<file path="src/rtl/dtc_pkg.sv">
package dtc_pkg;

    localparam int NGRP      = 2;
    localparam int NTONE     = 4;
    localparam int ACC_PERMIL = 15;   // accept band, per mille of nominal
    localparam int ACC_HZ     = 2;    // accept band, fixed offset in Hz

    function automatic int tone_hz(input int grp, input int k);
        int f;
        if (grp == 0) begin
            case (k)
                0:       f = 697;
                1:       f = 770;
                2:       f = 852;
                default: f = 941;
            endcase
        end else begin
            case (k)
                0:       f = 1209;
                1:       f = 1336;
                2:       f = 1477;
                default: f = 1633;
            endcase
        end
        return f;
    endfunction

    // Smallest accepted sum of navg periods (highest accepted frequency), rounded up.
    function automatic int band_lo_sum(input longint ref_hz, input int navg, input int f_hz);
        longint num;
        longint den;
        num = longint'(navg) * ref_hz * 1000;
        den = longint'(f_hz) * (1000 + ACC_PERMIL) + longint'(ACC_HZ) * 1000;
        return int'((num + den - 1) / den);
    endfunction

    // Largest accepted sum of navg periods (lowest accepted frequency), rounded down.
    function automatic int band_hi_sum(input longint ref_hz, input int navg, input int f_hz);
        longint num;
        longint den;
        num = longint'(navg) * ref_hz * 1000;
        den = longint'(f_hz) * (1000 - ACC_PERMIL) - longint'(ACC_HZ) * 1000;
        return int'(num / den);
    endfunction

endpackage

</file>
<file path="src/rtl/dtc_edge_sync.sv">
module dtc_edge_sync #(
    parameter int STAGES = 2
) (
    input  logic clk,
    input  logic rst_n,
    input  logic sq_i,
    output logic rise_o
);
    // bits [STAGES-1:0] form the synchronizer, bit STAGES holds the previous sample
    logic [STAGES:0] sh_d, sh_q;

    always_comb begin
        sh_d = {sh_q[STAGES-1:0], sq_i};
    end

    always_ff @(posedge clk or negedge rst_n) begin
        if (!rst_n) sh_q <= '0;
        else        sh_q <= sh_d;
    end

    assign rise_o = sh_q[STAGES-1] & ~sh_q[STAGES];

endmodule

</file>
<file path="src/rtl/dtc_band_match.sv">
module dtc_band_match #(
    parameter int GRP    = 0,
    parameter int REF_HZ = 3579545,
    parameter int NAVG   = 4,
    parameter int SUMW   = 16
) (
    input  logic [SUMW-1:0] sum_i,
    output logic            hit_o,
    output logic [1:0]      idx_o
);
    logic [dtc_pkg::NTONE-1:0] in_band;

    for (genvar k = 0; k < dtc_pkg::NTONE; k++) begin : g_band
        localparam int LO = dtc_pkg::band_lo_sum(longint'(REF_HZ), NAVG, dtc_pkg::tone_hz(GRP, k));
        localparam int HI = dtc_pkg::band_hi_sum(longint'(REF_HZ), NAVG, dtc_pkg::tone_hz(GRP, k));
        assign in_band[k] = (sum_i >= SUMW'(LO)) && (sum_i <= SUMW'(HI));
    end

    always_comb begin
        hit_o = 1'b0;
        idx_o = 2'd0;
        for (int k = dtc_pkg::NTONE - 1; k >= 0; k--) begin
            if (in_band[k]) begin
                hit_o = 1'b1;
                idx_o = 2'(k);
            end
        end
    end

endmodule

</file>
<file path="src/rtl/dtc_group_track.sv">
module dtc_group_track #(
    parameter int GRP    = 0,
    parameter int REF_HZ = 3579545,
    parameter int NAVG   = 4
) (
    input  logic       clk,
    input  logic       rst_n,
    input  logic       rise_i,
    output logic       valid_o,
    output logic [1:0] idx_o
);
    localparam int PMAX = dtc_pkg::band_hi_sum(longint'(REF_HZ), 1, dtc_pkg::tone_hz(GRP, 0));
    localparam int TMO  = PMAX + PMAX / 4;
    localparam int CNTW = $clog2(TMO + 2);
    localparam int SUMW = $clog2(NAVG * (TMO + 1) + 1);
    localparam int NW   = $clog2(NAVG);

    typedef struct packed {
        logic [CNTW-1:0] cnt;
        logic [SUMW-1:0] acc;
        logic [NW-1:0]   nper;
        logic            armed;
        logic            valid;
        logic [1:0]      idx;
    } trk_t;

    trk_t            st_d, st_q;
    logic [SUMW-1:0] period_w, sum_w;
    logic            hit;
    logic [1:0]      hit_idx;
    logic            blk_done;

    assign period_w = SUMW'(st_q.cnt) + SUMW'(1);
    assign sum_w    = st_q.acc + period_w;

    dtc_band_match #(
        .GRP(GRP), .REF_HZ(REF_HZ), .NAVG(NAVG), .SUMW(SUMW)
    ) u_match (
        .sum_i (sum_w),
        .hit_o (hit),
        .idx_o (hit_idx)
    );

    always_comb begin
        st_d     = st_q;
        blk_done = 1'b0;
        if (st_q.cnt >= CNTW'(TMO)) begin
            // silent too long: drop the group and restart measurement
            st_d.valid = 1'b0;
            st_d.armed = rise_i;
            st_d.cnt   = '0;
            st_d.acc   = '0;
            st_d.nper  = '0;
        end else if (rise_i) begin
            st_d.cnt = '0;
            if (!st_q.armed) begin
                st_d.armed = 1'b1;
            end else if (st_q.nper == NW'(NAVG - 1)) begin
                blk_done  = 1'b1;
                st_d.acc  = '0;
                st_d.nper = '0;
                if (!hit) begin
                    st_d.valid = 1'b0;
                end else if (st_q.valid && (st_q.idx != hit_idx)) begin
                    st_d.valid = 1'b0;        // tone changed: pass through invalid
                end else begin
                    st_d.valid = 1'b1;
                    st_d.idx   = hit_idx;
                end
            end else begin
                st_d.acc  = sum_w;
                st_d.nper = st_q.nper + NW'(1);
            end
        end else begin
            st_d.cnt = st_q.cnt + CNTW'(1);
        end
    end

    always_ff @(posedge clk or negedge rst_n) begin
        if (!rst_n) st_q <= '0;
        else        st_q <= st_d;
    end

    assign valid_o = st_q.valid;
    assign idx_o   = st_q.idx;

    p_cnt_bound_r10: assert property (@(posedge clk) disable iff (!rst_n)
        st_q.cnt <= CNTW'(TMO));

    p_tmo_clear_r10: assert property (@(posedge clk) disable iff (!rst_n)
        (st_q.cnt == CNTW'(TMO)) |=> !st_q.valid);

    p_idx_hold_r9: assert property (@(posedge clk) disable iff (!rst_n)
        (st_q.valid && $past(st_q.valid)) |-> $stable(st_q.idx));

    p_rise_at_block_r8: assert property (@(posedge clk) disable iff (!rst_n)
        $rose(st_q.valid) |-> $past(blk_done));

    p_nper_range_r8: assert property (@(posedge clk) disable iff (!rst_n)
        st_q.nper <= NW'(NAVG - 1));

endmodule

</file>
<file path="src/rtl/tone_pair_classifier.sv">
module tone_pair_classifier #(
    parameter int REF_HZ      = 3579545,
    parameter int NAVG        = 4,
    parameter int SYNC_STAGES = 2
) (
    input  logic       clk,
    input  logic       rst_n,
    input  logic       low_sq_i,
    input  logic       high_sq_i,
    output logic       pair_valid_o,
    output logic [1:0] row_o,
    output logic [1:0] col_o
);
    logic [dtc_pkg::NGRP-1:0] grp_valid;
    logic [1:0]               grp_idx [dtc_pkg::NGRP];

    for (genvar g = 0; g < dtc_pkg::NGRP; g++) begin : g_grp
        logic sq;
        logic rise;
        assign sq = (g == 0) ? low_sq_i : high_sq_i;

        dtc_edge_sync #(.STAGES(SYNC_STAGES)) u_sync (
            .clk    (clk),
            .rst_n  (rst_n),
            .sq_i   (sq),
            .rise_o (rise)
        );

        dtc_group_track #(.GRP(g), .REF_HZ(REF_HZ), .NAVG(NAVG)) u_trk (
            .clk     (clk),
            .rst_n   (rst_n),
            .rise_i  (rise),
            .valid_o (grp_valid[g]),
            .idx_o   (grp_idx[g])
        );
    end

    assign pair_valid_o = &grp_valid;
    assign row_o        = grp_idx[0];
    assign col_o        = grp_idx[1];

    p_pair_idx_stable_r9: assert property (@(posedge clk) disable iff (!rst_n)
        (pair_valid_o && $past(pair_valid_o)) |-> ($stable(row_o) && $stable(col_o)));

endmodule

</file>
<file path="config.mk">
export PLATFORM = sky130hd
export DESIGN_NAME = tone_pair_classifier
export DESIGN_NICKNAME = d
export VERILOG_FILES = /design/src/rtl/dtc_pkg.sv /design/src/rtl/dtc_edge_sync.sv /design/src/rtl/dtc_band_match.sv /design/src/rtl/dtc_group_track.sv /design/src/rtl/tone_pair_classifier.sv
export SDC_FILE = /design/constraint.sdc
export NUM_CORES = 1
export LEC_CHECK = 0
export BUFFER_PORTS_ARGS = -buffer_cell sky130_fd_sc_hd__buf_2
export CORE_UTILIZATION = 55
export CTS_CLUSTER_SIZE = 16
export DETAILED_ROUTE_END_ITERATION = 12
export PLACE_DENSITY = 0.7
export SYNTH_ARGS = -nofsm -noshare
export SYNTH_HDL_FRONTEND = slang
export SYNTH_SLANG_ARGS = --single-unit
</file>
<file path="constraint.sdc">
create_clock -name clk -period 7.4 [get_ports clk]
set_input_delay 0.74 -clock clk [delete_from_list [all_inputs] [get_ports clk]]
set_output_delay 0.74 -clock clk [all_outputs]
set_load 0.02 [all_outputs]
</file>
# Yosys cells after proc, flatten, opt, wreduce, memory -nomap -nowiden
# Cells that the tools add are included.
dict set report totals {
  elab_cells 113
  output_inout_bits 5
  register_bits 72
  in_bits 4
}
dict set report classes {
  mux 38
  n_eq_ne 4
  n_addsub 8
  bitwise_logic 8
  n_reduce_logical 23
  n_lt_le_gt_ge 18
}
# op n
set ops {}
lappend ops {{14-bit greater-or-equal comparator (second input constant)} 4}
lappend ops {{14-bit less-or-equal comparator (second input constant)} 4}
lappend ops {{15-bit greater-or-equal comparator (second input constant)} 3}
lappend ops {{15-bit less-or-equal comparator (second input constant)} 3}
lappend ops {{17-bit 2-to-1 mux} 2}
lappend ops {{16-bit 2-to-1 mux} 2}
lappend ops {{32-bit 2-to-1 mux} 1}
lappend ops {{30-bit 2-to-1 mux} 1}
lappend ops {{2-bit 2-to-1 mux} 12}
lappend ops {{21-bit 2-to-1 mux} 1}
lappend ops {{20-bit 2-to-1 mux} 1}
lappend ops {{15-bit adder} 1}
lappend ops {{15-bit by 14-bit greater-or-equal comparator with 1-bit output (second input constant)} 1}
lappend ops {{15-bit by 14-bit less-or-equal comparator with 1-bit output (second input constant)} 1}
lappend ops {{13-bit by 1-bit adder with 14-bit output (second input constant)} 1}
lappend ops {{14-bit adder} 1}
lappend ops {{12-bit by 1-bit adder with 13-bit output (second input constant)} 1}
lappend ops {{13-bit by 1-bit adder with 13-bit output (second input constant)} 1}
lappend ops {{13-bit greater-or-equal comparator (second input constant)} 1}
lappend ops {{13-bit 2-to-1 mux} 1}
lappend ops {{12-bit by 1-bit adder with 12-bit output (second input constant)} 1}
lappend ops {{12-bit greater-or-equal comparator (second input constant)} 1}
lappend ops {{1-bit 2-to-1 mux} 12}
lappend ops {{12-bit 2-to-1 mux} 1}
lappend ops {{other kinds (11)} 41}

# Depth between registers and ports, before layout
dict set report logic_depth {
  depth_word 16
  mapped_depth 17
  depth_no_buf 17
}

# Modules after synthesis
# From an unflattened synthesis, not the netlist that was laid out.
dict set report hier_totals {
  hier_cells 564
  hier_area_um2 5202.5
}
# module area_each_um2 seq_area_each_um2 cells_per_inst instances
set modules_own_cells {}
lappend modules_own_cells {{dtc_group_track at g_grp[0].u_trk} 2317.2 850.8 243 1}
lappend modules_own_cells {{dtc_group_track at g_grp[1].u_trk} 2030.7 800.8 212 1}
lappend modules_own_cells {{dtc_band_match at g_grp[0].u_trk.u_match} 367.9 0.0 60 1}
lappend modules_own_cells {{dtc_band_match at g_grp[1].u_trk.u_match} 302.8 0.0 40 1}
lappend modules_own_cells {dtc_edge_sync 88.8 75.1 4 2}
lappend modules_own_cells {tone_pair_classifier 6.3 0.0 1 1}

# Least setup slack after synthesis
# Ideal clock, no wire load.
dict set report synth_timing {
  kind {register to register}
  startpoint {register g_grp[0].u_trk.st_q[24] (netlist bit)}
  endpoint {register g_grp[0].u_trk.st_q (netlist bit g_grp[0].u_trk.idx_o[0])}
  synth_period_minus_slack_ns 4.502
  setup_time_ns 0.127
  slack_ns 2.898
  path_stages_with_launch 18
  t_arrival_ns 4.374
  path_buffers 0
  cell_sequence {dfrtp_1 > nand3_1 > nor2_1 > nand2_1 > nor3_1 > and3_1 > xor2_1 > ha_1 > a21oi_1 > o21bai_1 > a221o_1 > a31oi_1 > xor2_1 > or3_1 > or4_4 > o311ai_1 > or4b_1 > mux2_1}
}
dict set report synth_between {
  elab_chain_len 12
}
# item line
set synth_lines {}
lappend synth_lines {{start: declaration} dtc_group_track.sv:27} ;# trk_t st_d, st_q;
lappend synth_lines {{start signal: assignment} dtc_group_track.sv:81} ;# else st_q <= st_d;
lappend synth_lines {{13-bit by 1-bit adder with 14-bit output} dtc_group_track.sv:33} ;# assign period_w = SUMW'(st_q.cnt) + SUMW'(1);
lappend synth_lines {{15-bit adder} dtc_group_track.sv:34} ;# assign sum_w = st_q.acc + period_w;
lappend synth_lines {{15-bit by 14-bit greater-or-equal comparator with 1-bit output or 15-bit by 14-bit less-or-equal comparator with 1-bit output (tied branches)} dtc_band_match.sv:16} ;# assign in_band[k] = (sum_i >= SUMW'(LO)) && (sum_i <= SUMW'(HI));
lappend synth_lines {{1-bit logical AND} dtc_band_match.sv:16}
lappend synth_lines {{2-bit 2-to-1 mux (4 in series)} dtc_band_match.sv:23} ;# if (in_band[k]) begin
lappend synth_lines {{2-bit inequality test} dtc_group_track.sv:64} ;# end else if (st_q.valid && (st_q.idx != hit_idx)) begin
lappend synth_lines {{1-bit logical AND} dtc_group_track.sv:64}
lappend synth_lines {{1-bit NOT (no source line)} -}
lappend synth_lines {{6-bit AND reduction (no source line)} -}
# Several ways; a longest one is shown, not always the timed one.
# A chain may end at the register's enable or synchronous reset.

# Worst setup path after layout
dict set report layout_timing {
  startpoint {register g_grp[0].u_trk.st_q[24] (netlist bit)}
  endpoint {register g_grp[0].u_trk.st_q (netlist bit g_grp[0].u_trk.idx_o[1])}
}
# Same word-level chain as after synthesis.

==> impl_results.md <==
* Max-slew violations at 0
* Multi-input gate area at about 3100 um2
* Post-synth EDFFs at 0
* Most common cell after layout, fill and taps aside: dfrtp_1
* Top_reg_cell synth: dfrtp_1
* Hold_ws at 0.352 ns
* Type of the worst min-delay path: reg2reg
* CP dominant cell by count: xor2_1
* Mapped Nets at roughly 610
* Hpwl dp at just over 8000 um
* Total CTS buffers at 9
* Power Density at about 270 nW/um2
* Startpoint class of the critical path: register
* Remaining DRCs at 0
* Max VDD drop at ~0.00023 V
* Post-CTS Setup Bufs at 0
* Number of hold buffers added after cts at 0
* Rel. slew slack at 0.188
* Io pins at 9
* CTS max path bufs at 2
* Critical path's largest stage delay at about 0.57 ns
* Area grow syn2layout at 7.15%
* Sequential share of the synthesized area at 0.354
* F_max at around 200 MHz
* Final setup viols at 0
* Most frequent cells in the layout: dfrtp_1 (72), nand2_1 (54), ha_1 (37), o21ai_0 (33)
* H-tree levels at 3
* Vias at 4215
* Share of layout cells above drive strength 1 at 0.0611
* Initial DRC Count at around 170
* CTS root buf: clkbuf_8
* Synth warn at 0
* Syn Inst Count at ~560
* TNS Setup at 0 ns
* Syn Area/Cell at 9.06 um2
* Yosys cell types at 63
* Die span in x at about 100 um
* Detailed Routing Iterations Pass 1 at 4
* Initial antenna violation count at 0
* Dpl ws at 2.47 ns
* Die H at roughly 100 um
* Final Hold Fails at 0
* Post-CTS resize count at 0
* Area leader, netlist: dfrtp_1
* Clk_lat worst skew at 0.35 ns
* Clk sinks at slightly above 70
* Synth area leaders: dfrtp_1 (35%), ha_1 (9.1%), xnor2_1 (4.8%)
* Overflow after GRT at 0
* Placer Congestion at 0.861
* Global Route Usage Sum at 0.254
* FP Rows at 34
* Yosys reg bits at 72
* Pin count of the biggest net entering global routing at 73
* CP required at around 7.6 ns
* WS Path Type: reg2reg
* Share of the synthesized area in the top cell type at 0.354
* Routed wire length per instance at between 15 and 20 um
* Number of diodes at 0
* Critical-path top delay cell: or4_4
* Seq. cell area at between 1500 and 2000 um2
* DRT Wirelength at between 10000 and 15000 um
* Clk slew on worst S/H paths at around 0.090 ns
* Antenna Nets Post-Route at 0
* Design area at 5460 um2
* CP arrival at around 5.2 ns
* Leakage at approximately 2.5 nW
* Worst slew pin tran at about 1.2 ns
* Final worst path period need at about 5 ns
* CTS tree: built
* Ys async rst share at 1.00
* Synth Cell Area at 5090 um2
* Tcrit/Tclk final at 0.673
* Die area at between 9000 and 10000 um2
* Setup crit end kind: register
* Placed cell area at ~5200 um2
* Nets@finish at between 600 and 700
* Global-route wire length before repair at approximately 20000 um
* Core Footprint at between 8000 and 9000 um2
* Setup ws final at between 2 and 2.5 ns
* Max-Cap Viols at 0
* Setup Skew at between 0.01 and 0.015 ns
* Worst-path maximum fanout at 5
* Status: complete, no violations
* Crit-path cells: nand3_1, nor2_1, nand2_1, nor3_1, and3_1, xor2_1, ha_1, a21oi_1, o21bai_1, a221o_1, a31oi_1, xor2_1, or3_1, or4_4, o311ai_1, or4b_1, mux2_1
* IO Port Bufs at 8
* Mean number of vias per cell at 6.19
* Vias in the first global route at 4160
* Layout fillers at roughly 780
* Starting Density at 0.575
* Unrepaired setup endpoints after global routing: no
[report_power, final]
group | internal, mW | total, mW | switching (mW) | leakage (nW)
registers | 0.452 | 0.502 | 0.0502 | 0.949
logic | 0.234 | 0.600 | 0.366 | 1.46
clock network | 0.225 | 0.387 | 0.163 | 0.119
total | 0.910 | 1.49 | 0.579 | 2.53
[metal layers]
| layer | global-route usage | share of wire | wire (um) |
|---|---|---|---|
| met5 | 0 | 0 | 0 |
| met4 | 0.103 | 0.016 | 179 |
| met3 | 0.0351 | 0.034 | 385 |
| met2 | 0.436 | 0.49 | 5570 |
| met1 | 0.322 | 0.46 | 5260 |
[critical path: cells and delay by family, from the launching register on]
family,cells,cell delay (ns)
fa+ha+maj,1,0.32
flops,1,0.43
xor+xnor,2,0.41
simple gates,8,2.43
compound gates,5,0.98
mux,1,0.33
[flip-flops by register name (all words and copies together) (netlist names)]
signal,count
g_grp.u_trk.st_q,60
g_grp.u_sync.sh_q,6
g_grp.u_trk.idx_o,4
g_grp.u_trk.valid_o,2
[cell type report]
type	instances	area share
multi-input combinational	456	0.577
sequential	72	0.330
tap	108	0.0248
clock buffer	9	0.0227
clock inverter	7	0.0220
inverter	19	0.0131
timing repair buffer	10	0.0106
[per-stage QoR]
step | cells | total power, mW | util
6_report | 681 | 1.49 | 0.617
5_1_grt | 681 | 1.60 | 0.617
4_1_cts | 681 | 1.49 | 0.617
3_5_place_dp | 665 | 1.09 | 0.589
3_3_place_gp | 665 | 1.08 | 0.589
2_1_floorplan | 562 | 0.956 | -
[worst paths after layout]
| kind | startpoint | end | slack [ns] | cells after the start |
|---|---|---|---|---|
| worst min-delay path | g_grp[1].u_sync.sh_q[0] | g_grp[1].u_sync.sh_q[1] | 0.35 | 0 |
| worst max register to register | g_grp[0].u_trk.st_q[24] | g_grp[0].u_trk.idx_o[1] | 2.42 | 17 |
| worst max-delay path | g_grp[0].u_trk.st_q[24] | g_grp[0].u_trk.idx_o[1] | 2.42 | 17 |
| worst min register to register | g_grp[1].u_sync.sh_q[0] | g_grp[1].u_sync.sh_q[1] | 0.35 | 0 |
| min in group asynchronous | rst_n | g_grp[0].u_trk.st_q[23] | 0.51 | 1 |
| max in group asynchronous | rst_n | g_grp[1].u_trk.st_q[18] | 6.28 | 1 |
[synth_stat cells, drive strengths merged, types with 5 or more instances]
library cell  instances
dfrtp                72
nand2                54
ha                   37
o21ai                33
nor2                 31
nor2b                31
xnor2                28
a21oi                26
xor2                 24
nand3                22
inv                  19
a22o                 12
and3                 12
nor3                 12
a211oi               10
clkbuf               10
a21o                  9
or2                   7
a31oi                 6
nand2b                6
nor4                  6
o211ai                6
o21bai                6
or3                   6
and2                  5
buf                   5
o311ai                5
[cells by family (layout without fill, tap and decap cells)]
family                   Yosys count  in the layout  share of synthesized area
XOR/XNOR                          52             52                     0.0895
flip-flops                        72             72                      0.354
buffers and inverters             34             45                     0.0283
AO/OA/AOI/OAI                    153            153                      0.210
multiplexers                       4              4                    0.00836
adder cells (fa/ha/maj)           39             39                     0.0988
AND/OR/NAND/NOR                  208            208                      0.211
Note: power is estimated with default switching activity, not from simulation.
